## config.mk

```make
export PLATFORM = sky130hd
export DESIGN_NAME = gpio_port
export DESIGN_NICKNAME = d
export VERILOG_FILES = /design/src/rtl/gport_pkg.sv /design/src/rtl/gport_sync.sv /design/src/rtl/gport_regs.sv /design/src/rtl/gport_irq.sv /design/src/rtl/gport_drive.sv /design/src/rtl/gpio_port.sv
export SDC_FILE = /design/constraint.sdc
export NUM_CORES = 1
export LEC_CHECK = 0
export CORE_MARGIN = 4
export CORE_UTILIZATION = 55
export CTS_CLUSTER_DIAMETER = 60
export CTS_CLUSTER_SIZE = 20
export DETAILED_ROUTE_END_ITERATION = 7
export DONT_BUFFER_PORTS = 1
export PLACE_DENSITY = 0.7
export SYNTH_ARGS = -nofsm -noshare
export SYNTH_HDL_FRONTEND = slang
export SYNTH_SLANG_ARGS = --single-unit
```

## constraint.sdc

```tcl
create_clock -name clk -period 2.9 [get_ports clk]
set_clock_uncertainty 0.05 [all_clocks]
set_input_delay 0.435 -clock clk [delete_from_list [all_inputs] [get_ports clk]]
set_output_delay 0.435 -clock clk [all_outputs]
set_load 0.01 [all_outputs]
```

## src/rtl/gport_pkg.sv

```systemverilog
package gport_pkg;

    localparam int unsigned GP_ADDR_W = 2;

    typedef enum logic [GP_ADDR_W-1:0] {
        REG_DATA = 2'd0,
        REG_DIR  = 2'd1,
        REG_OPT  = 2'd2,
        REG_PEND = 2'd3
    } gp_reg_e;

    // one strobe per writable register
    typedef struct packed {
        logic data;
        logic dir;
        logic opt;
        logic clr;
    } gp_wstb_t;

    function automatic gp_wstb_t gp_decode(input logic [GP_ADDR_W-1:0] a, input logic we);
        gp_wstb_t s;
        s.data = we && (a == REG_DATA);
        s.dir  = we && (a == REG_DIR);
        s.opt  = we && (a == REG_OPT);
        s.clr  = we && (a == REG_PEND);
        return s;
    endfunction

    // output enable of one pin: output and (push-pull or latch low)
    function automatic logic gp_drive_en(input logic dir, input logic opt, input logic latch);
        return dir && (opt || !latch);
    endfunction

    // read source of one pin at the data address
    function automatic logic gp_data_bit(input logic dir, input logic latch, input logic lvl);
        return dir ? latch : lvl;
    endfunction

endpackage

```

## src/rtl/gport_sync.sv

```systemverilog
module gport_sync #(
    parameter int unsigned W = 8
) (
    input  logic         clk,
    input  logic         rst,
    input  logic [W-1:0] d,
    output logic [W-1:0] q
);
    logic [W-1:0] meta_q;
    logic [W-1:0] stab_q;

    always_ff @(posedge clk) begin
        if (rst) begin
            meta_q <= '0;
            stab_q <= '0;
        end else begin
            meta_q <= d;
            stab_q <= meta_q;
        end
    end

    assign q = stab_q;
endmodule

```

## src/rtl/gport_regs.sv

```systemverilog
module gport_regs
    import gport_pkg::*;
#(
    parameter int unsigned W = 8
) (
    input  logic         clk,
    input  logic         rst,
    input  gp_wstb_t     wstb,
    input  logic [W-1:0] wdata,
    output logic [W-1:0] latch_q,
    output logic [W-1:0] dir_q,
    output logic [W-1:0] opt_q
);
    always_ff @(posedge clk) begin
        if (rst) begin
            latch_q <= '0;
            dir_q   <= '0;
            opt_q   <= '0;
        end else begin
            // latch is written regardless of direction
            if (wstb.data) latch_q <= wdata;
            if (wstb.dir)  dir_q   <= wdata;
            if (wstb.opt)  opt_q   <= wdata;
        end
    end
endmodule

```

## src/rtl/gport_irq.sv

```systemverilog
module gport_irq #(
    parameter int unsigned W = 8
) (
    input  logic         clk,
    input  logic         rst,
    input  logic [W-1:0] lvl,
    input  logic [W-1:0] dir,
    input  logic [W-1:0] opt,
    input  logic         clr_stb,
    input  logic [W-1:0] clr_mask,
    output logic [W-1:0] pend_q
);
    logic [W-1:0] prev_q;

    always_ff @(posedge clk) begin
        if (rst) prev_q <= '0;
        else     prev_q <= lvl;
    end

    for (genvar k = 0; k < W; k++) begin : g_pin
        logic armed;
        logic fell;
        logic clr_k;
        assign armed = !dir[k] && opt[k];
        assign fell  = prev_q[k] && !lvl[k];
        assign clr_k = clr_stb && clr_mask[k];

        always_ff @(posedge clk) begin
            if (rst)                 pend_q[k] <= 1'b0;
            else if (armed && fell)  pend_q[k] <= 1'b1;  // edge wins over clear
            else if (clr_k)          pend_q[k] <= 1'b0;
        end
    end
endmodule

```

## src/rtl/gport_drive.sv

```systemverilog
module gport_drive
    import gport_pkg::*;
#(
    parameter int unsigned W = 8
) (
    input  logic [W-1:0] dir,
    input  logic [W-1:0] opt,
    input  logic [W-1:0] latch,
    output logic [W-1:0] pin_out,
    output logic [W-1:0] pin_oe
);
    for (genvar k = 0; k < W; k++) begin : g_pin
        assign pin_out[k] = latch[k];
        assign pin_oe[k]  = gp_drive_en(dir[k], opt[k], latch[k]);
    end
endmodule

```

## src/rtl/gpio_port.sv

```systemverilog
module gpio_port
    import gport_pkg::*;
#(
    parameter int unsigned NPINS = 8
) (
    input  logic                 clk,
    input  logic                 rst,
    input  logic [GP_ADDR_W-1:0] addr,
    input  logic                 wr_en,
    input  logic [NPINS-1:0]     wdata,
    output logic [NPINS-1:0]     rdata,
    input  logic [NPINS-1:0]     pin_in,
    output logic [NPINS-1:0]     pin_out,
    output logic [NPINS-1:0]     pin_oe,
    output logic                 irq
);
    gp_wstb_t         wstb;
    logic [NPINS-1:0] lvl_s;
    logic [NPINS-1:0] latch_q;
    logic [NPINS-1:0] dir_q;
    logic [NPINS-1:0] opt_q;
    logic [NPINS-1:0] pend_q;
    logic [NPINS-1:0] data_view;

    assign wstb = gp_decode(addr, wr_en);

    gport_sync #(.W(NPINS)) u_sync (
        .clk (clk),
        .rst (rst),
        .d   (pin_in),
        .q   (lvl_s)
    );

    gport_regs #(.W(NPINS)) u_regs (
        .clk     (clk),
        .rst     (rst),
        .wstb    (wstb),
        .wdata   (wdata),
        .latch_q (latch_q),
        .dir_q   (dir_q),
        .opt_q   (opt_q)
    );

    gport_irq #(.W(NPINS)) u_irq (
        .clk      (clk),
        .rst      (rst),
        .lvl      (lvl_s),
        .dir      (dir_q),
        .opt      (opt_q),
        .clr_stb  (wstb.clr),
        .clr_mask (wdata),
        .pend_q   (pend_q)
    );

    gport_drive #(.W(NPINS)) u_drive (
        .dir     (dir_q),
        .opt     (opt_q),
        .latch   (latch_q),
        .pin_out (pin_out),
        .pin_oe  (pin_oe)
    );

    for (genvar k = 0; k < NPINS; k++) begin : g_view
        assign data_view[k] = gp_data_bit(dir_q[k], latch_q[k], lvl_s[k]);
    end

    always_comb begin
        unique case (gp_reg_e'(addr))
            REG_DATA: rdata = data_view;
            REG_DIR:  rdata = dir_q;
            REG_OPT:  rdata = opt_q;
            REG_PEND: rdata = pend_q;
            default:  rdata = '0;
        endcase
    end

    assign irq = |pend_q;
endmodule

```

Word level (Yosys, flattened, before mapping)
Index checks and enable logic that the tools add are counted.
Word-level totals
  word-level logic and storage cells: 128
  output and inout port bits: 25
  flip-flop bits (word level): 56
Operators by class
  multiplexer cells: 25
  equal/unequal tests: 3
  reduce and logical (&&, ||, !) cells: 86
Operator list (count)
  logical AND 1 bit: 44
  one-hot mux 8 bit (4 select lines): 1
  zero test 1 bit: 24
  2-to-1 mux 1 bit: 24
  nonzero test 2 bit: 8
  logical OR 1 bit: 8
  OR reduction 8 bit: 1
  equality test 2 bit (second input constant): 2
  equality test 2 x 1 -> 1 bit (second input constant): 1
  zero test 2 bit: 1

Logic depth before layout (Yosys ltp)
  word-level depth: 5
  depth in mapped cells: 6

Hierarchy
From an unflattened synthesis, not the netlist that was laid out.
Second synthesis, totals
  cell total of the unflattened synthesis: 237
  area total of the unflattened synthesis: 2457.4 um2
By module, submodules not included
  gport_regs: instances 1, cells an instance 77, seq. area each 480.5 um2, area each 859.6 um2
  gport_irq: instances 1, cells an instance 50, seq. area each 320.3 um2, area each 603.1 um2
  gport_sync: instances 1, cells an instance 33, seq. area each 320.3 um2, area each 464.2 um2
  gpio_port: instances 1, cells an instance 53, seq. area each 0.0 um2, area each 380.4 um2
  gport_drive: instances 1, cells an instance 24, seq. area each 0.0 um2, area each 150.1 um2

Least setup slack after synthesis
Ideal clock, no wire load.
  kind: input-to-output
  start point: input addr[0]
  end point: output rdata[2]
  stages on the path: 5
  slack: 1.268 ns
  data arrival time: 1.147 ns
  buffers on the path: 3
  cells stage by stage: buf_6 > buf_6 > buf_6 > mux2i_1 > a21oi_1
On the way
  cells in the longest elaborated chain, start to end: 2
Ends and longest elaborated chain
  start: declaration: line gpio_port.sv:8  | input logic [GP_ADDR_W-1:0] addr,
  equality test 2 bit (tied with other cells): line gpio_port.sv:68  | unique case (gp_reg_e'(addr))
  one-hot mux 8 bit (4 select lines) *: line gpio_port.sv:68
  end: declaration: line gpio_port.sv:11  | output logic [NPINS-1:0] rdata,
Mark *: on every way between the ends. The rest lies on a longest branch, timed or not.

Final worst setup path
  start point: register u_regs.dir_q[3]
  end point: output rdata[3]
On the way
  cells in the longest elaborated chain, start to end: 2
Ends and longest elaborated chain
  start: declaration: line gport_regs.sv:11  | output logic [W-1:0] dir_q,
  start signal: assignment: line gport_regs.sv:22  | if (wstb.dir) dir_q <= wdata;
  2-to-1 mux 1 bit: line gport_pkg.sv:36  | return dir ? latch : lvl;
  one-hot mux 8 bit (4 select lines) *: line gpio_port.sv:68
Marked as above.

==> results.sh <==
export IMPL_power_net_switching_mw=0.296
export IMPL_cts_tree="built"
export IMPL_portion_of_synthesized_cell_area_occupied_by_the_leading_cell_type_pct=47.3
export IMPL_synth_edf_count=0
export IMPL_cts_root_buffer="sky130_fd_sc_hd__clkbuf_8"
export IMPL_cpPeakStageDelay_ns=0.39
export IMPL_setup_viol=0
export IMPL_maximum_number_of_pins_on_one_net_before_global_route_repair=57
export IMPL_min_period_ns=1.77
export IMPL_crit_reg2reg_capture="u_irq.pend_q[7]"
export IMPL_cp_start_kind="flop"
export IMPL_post_cts_resize_count=0
export IMPL_power_combinational_fraction_pct=5.3
export IMPL_power_clock_fraction_pct=38.0
export IMPL_worst_r2r_cell_count=3
export IMPL_ys_seq_elements=56
export IMPL_worstHoldEndpoint="u_sync.meta_q[7]"
export IMPL_die_h_um=73.6
export IMPL_htree_num_levels=2
export IMPL_async_flop_share_pct=0
export IMPL_setup_worst_path_class="flop to output pin"
export IMPL_required_ns=2.41
export IMPL_maxCapViolCount=0
export IMPL_slew_headroom_pct=45.6
export IMPL_worst_path_max_fanout=6
export IMPL_drc_errors=0
export IMPL_seq_power_share_pct=56.7
export IMPL_rsz0062_at_grt="no"
export IMPL_die_area_um2=5420
export IMPL_postSynthAreaPerCell_um2=9.63
export IMPL_number_of_global_route_vias_before_repair=1447
export IMPL_floorplan_die_width_um=73.6
export IMPL_fill_cells=346
export IMPL_via_per_inst=5.56
export IMPL_critical_path_top_delay_family="simple AND/OR/NAND/NOR gates"
export IMPL_detail_route_first_pass_iterations=4
export IMPL_floorplan_initialDensity_pct=58.0
export IMPL_netlist_instances=246
export IMPL_io_pins=46
export IMPL_final_hold_violation_count=0
export IMPL_highest_attainable_clock_frequency_mhz=565
export IMPL_crit_chain="nor4b_1 -> a311o_1"
export IMPL_synth_cell_area_um2=2370
export IMPL_power_switching_share_pct=20.6
export IMPL_timing_rr_start="u_regs.dir_q[7]"
export IMPL_final_layout_size_suffix_gt1_share_pct=4.64
export IMPL_synth_top_cells_by_area="sky130_fd_sc_hd__dfxtp_1 (47%), sky130_fd_sc_hd__mux2i_1 (14%), sky130_fd_sc_hd__nor2b_1 (6.3%)"
export IMPL_area_leader_netlist="sky130_fd_sc_hd__dfxtp_1"
export IMPL_post_layout_total_power_mw=1.43
export IMPL_p_int_mw=1.14
export IMPL_overflow_after_grt=0
export IMPL_post_drt_wl_per_cell_um=16.1
export IMPL_cts_num_sinks=56
export IMPL_num_vias=1595
export IMPL_count_of_hold_fix_buffers_inserted_at_cts=0
export IMPL_final_hold_slack_ns=0.137
export IMPL_grtUsageTotal_pct=17.8
export IMPL_antennaDiodeCount=0
export IMPL_synth_cells_most_frequent="sky130_fd_sc_hd__dfxtp_1 (56), sky130_fd_sc_hd__nor2_1 (38), sky130_fd_sc_hd__mux2i_1 (32), sky130_fd_sc_hd__nor2b_1 (24), sky130_fd_sc_hd__a21oi_1 (14)"
export IMPL_synth_cell_types=25
export IMPL_seq_area_frac_synth_pct=47.3
export IMPL_worst_path_max_delay_cell="sky130_fd_sc_hd__nor4b_1"
export IMPL_number_of_setup_buffers_added_after_cts=0
export IMPL_cp_end_kind="output pin"
export IMPL_total_leakage_power_nw=0.972
export IMPL_total_cts_buffers=5
export IMPL_design_final_nets=257
export IMPL_sum_of_routed_wire_length_over_all_layers_um=4610
export IMPL_worst_slew_pin_slew_ns=0.812
export IMPL_yosysMostFrequentCell="sky130_fd_sc_hd__dfxtp_1"
export IMPL_final_min_period_over_clock_period_pct=61.1
export IMPL_holdCritPathClass="input pin to flop"
export IMPL_insertion_delay_ns=0.30
export IMPL_ys_warnings_count=0
export IMPL_placement_io_buffers=0
export IMPL_timing_critical_path_arrival_ns=1.29
export IMPL_slew_violations=0
export IMPL_timing_critical_path_buf_inv=0
export IMPL_hold_start="rst"
export IMPL_run_status="complete, no violations"
export IMPL_ir_drop_mv=0.343
export IMPL_hold_depth=1
export IMPL_number_of_antenna_violations_at_the_first_check_in_global_routing=0
export IMPL_design_core_area_um2=4090
export IMPL_power_density_cell_area_nw_per_um2=589
export IMPL_ant_nets=0
export IMPL_place_hpwl_um=3000
export IMPL_initialDrtViolationCount=78
export IMPL_fin_setup_tns_ns=0
export IMPL_synth_flop_cell="sky130_fd_sc_hd__dfxtp_1"
export IMPL_longest_clk_path_bufs=2
export IMPL_grt_first_pass_wirelength_um=7380
export IMPL_net_count_after_synthesis=267
export IMPL_layout_area_overhead_vs_synth_pct=2.85
export IMPL_clkSlewWorstSetupHoldPaths_ns=0.09
export IMPL_num_rows=23
export IMPL_finalWeightedCongestion=0.782
export IMPL_reg2reg_setup_slack_ns=1.97
-- layout make-up --
cell class                 count  area, µm²  share of cell area (%)
tap                           50       62.6                    2.57
inverter                      10       37.5                    1.54
clock buffer                   7       96.3                    3.95
clock inverter                 1       30.0                    1.23
sequential                    56       1120                    46.0
multi-input combinational    163       1090                    44.7
-- registers in the layout (all words and copies together), names as in the netlist --
| signal | flops |
|---|---|
| u_regs.opt_q | 8 |
| u_regs.latch_q | 8 |
| u_irq.pend_q | 8 |
| u_sync.q | 8 |
| u_regs.dir_q | 8 |
| u_irq.prev_q | 8 |
| u_sync.meta_q | 8 |
-- metrics by stage --
stage | instance area [µm²] | util [%] | instances | setup WS [ns]
3_5_place_dp | 2310 | 56.5 | 279 | 1.31
4_1_cts | 2440 | 59.6 | 287 | 1.12
6_report | 2440 | 59.6 | 287 | 1.13
5_1_grt | 2440 | 59.6 | 287 | 1.02
3_3_place_gp | 2310 | 56.5 | 279 | 1.35
2_1_floorplan | 2370 | - | 246 | 1.27
-- layer usage --
layer,track usage [%],up-vias,wire length (µm)
met3,5.47,6,302
met1,25.3,729,2200
met5,0,-,0
met2,25.1,37,2050
met4,7.04,0,61
li1,-,823,-
-- power by group through the flow --
stage	clock network (mW)	registers [mW]	logic [mW]
global route	0.595	0.818	0.0850
floorplan	0	0.825	0.0988
CTS	0.559	0.814	0.0765
global placement	0	0.831	0.0744
detailed placement	0	0.832	0.0762
finish	0.546	0.814	0.0755
-- how the worst max path moves through the flow --
| stage | from | end | slack, ns | cells past startpoint |
|---|---|---|---|---|
| finish | u_regs.dir_q[3] | rdata[3] | 1.13 | 2 |
| global route | u_regs.latch_q[2] | rdata[2] | 1.02 | 3 |
| CTS | u_regs.dir_q[3] | rdata[3] | 1.12 | 2 |
| detailed placement | addr[1] | u_regs.latch_q[4] | 1.31 | 3 |
| global placement | addr[1] | u_regs.latch_q[6] | 1.35 | 3 |
| floorplan | addr[0] | rdata[2] | 1.27 | 5 |
-- kinds of logic after synthesis --
group           Yosys count  share of synthesized area [%]
compound gates           36                           10.2
flops                    56                           47.3
simple gates             95                           22.2
mux                      32                           13.5
buf+inv                  27                           6.71
-- cell usage in the layout (no fill, tap or decap), drive strengths merged --
cell type / instances
a211oi: 4
a21boi: 8
a21oi: 14
a311o: 2
bufinv: 1
clkbuf: 7
dfxtp: 56
inv: 10
mux2i: 32
nand2: 8
nand3b: 2
nand4: 8
nor2: 38
nor2b: 24
nor3b: 3
nor4: 2
nor4b: 2
nor4bb: 8
o21a: 4
o21ai: 2
o221a: 2
No activity file was read; power rests on OpenSTA's default activity.
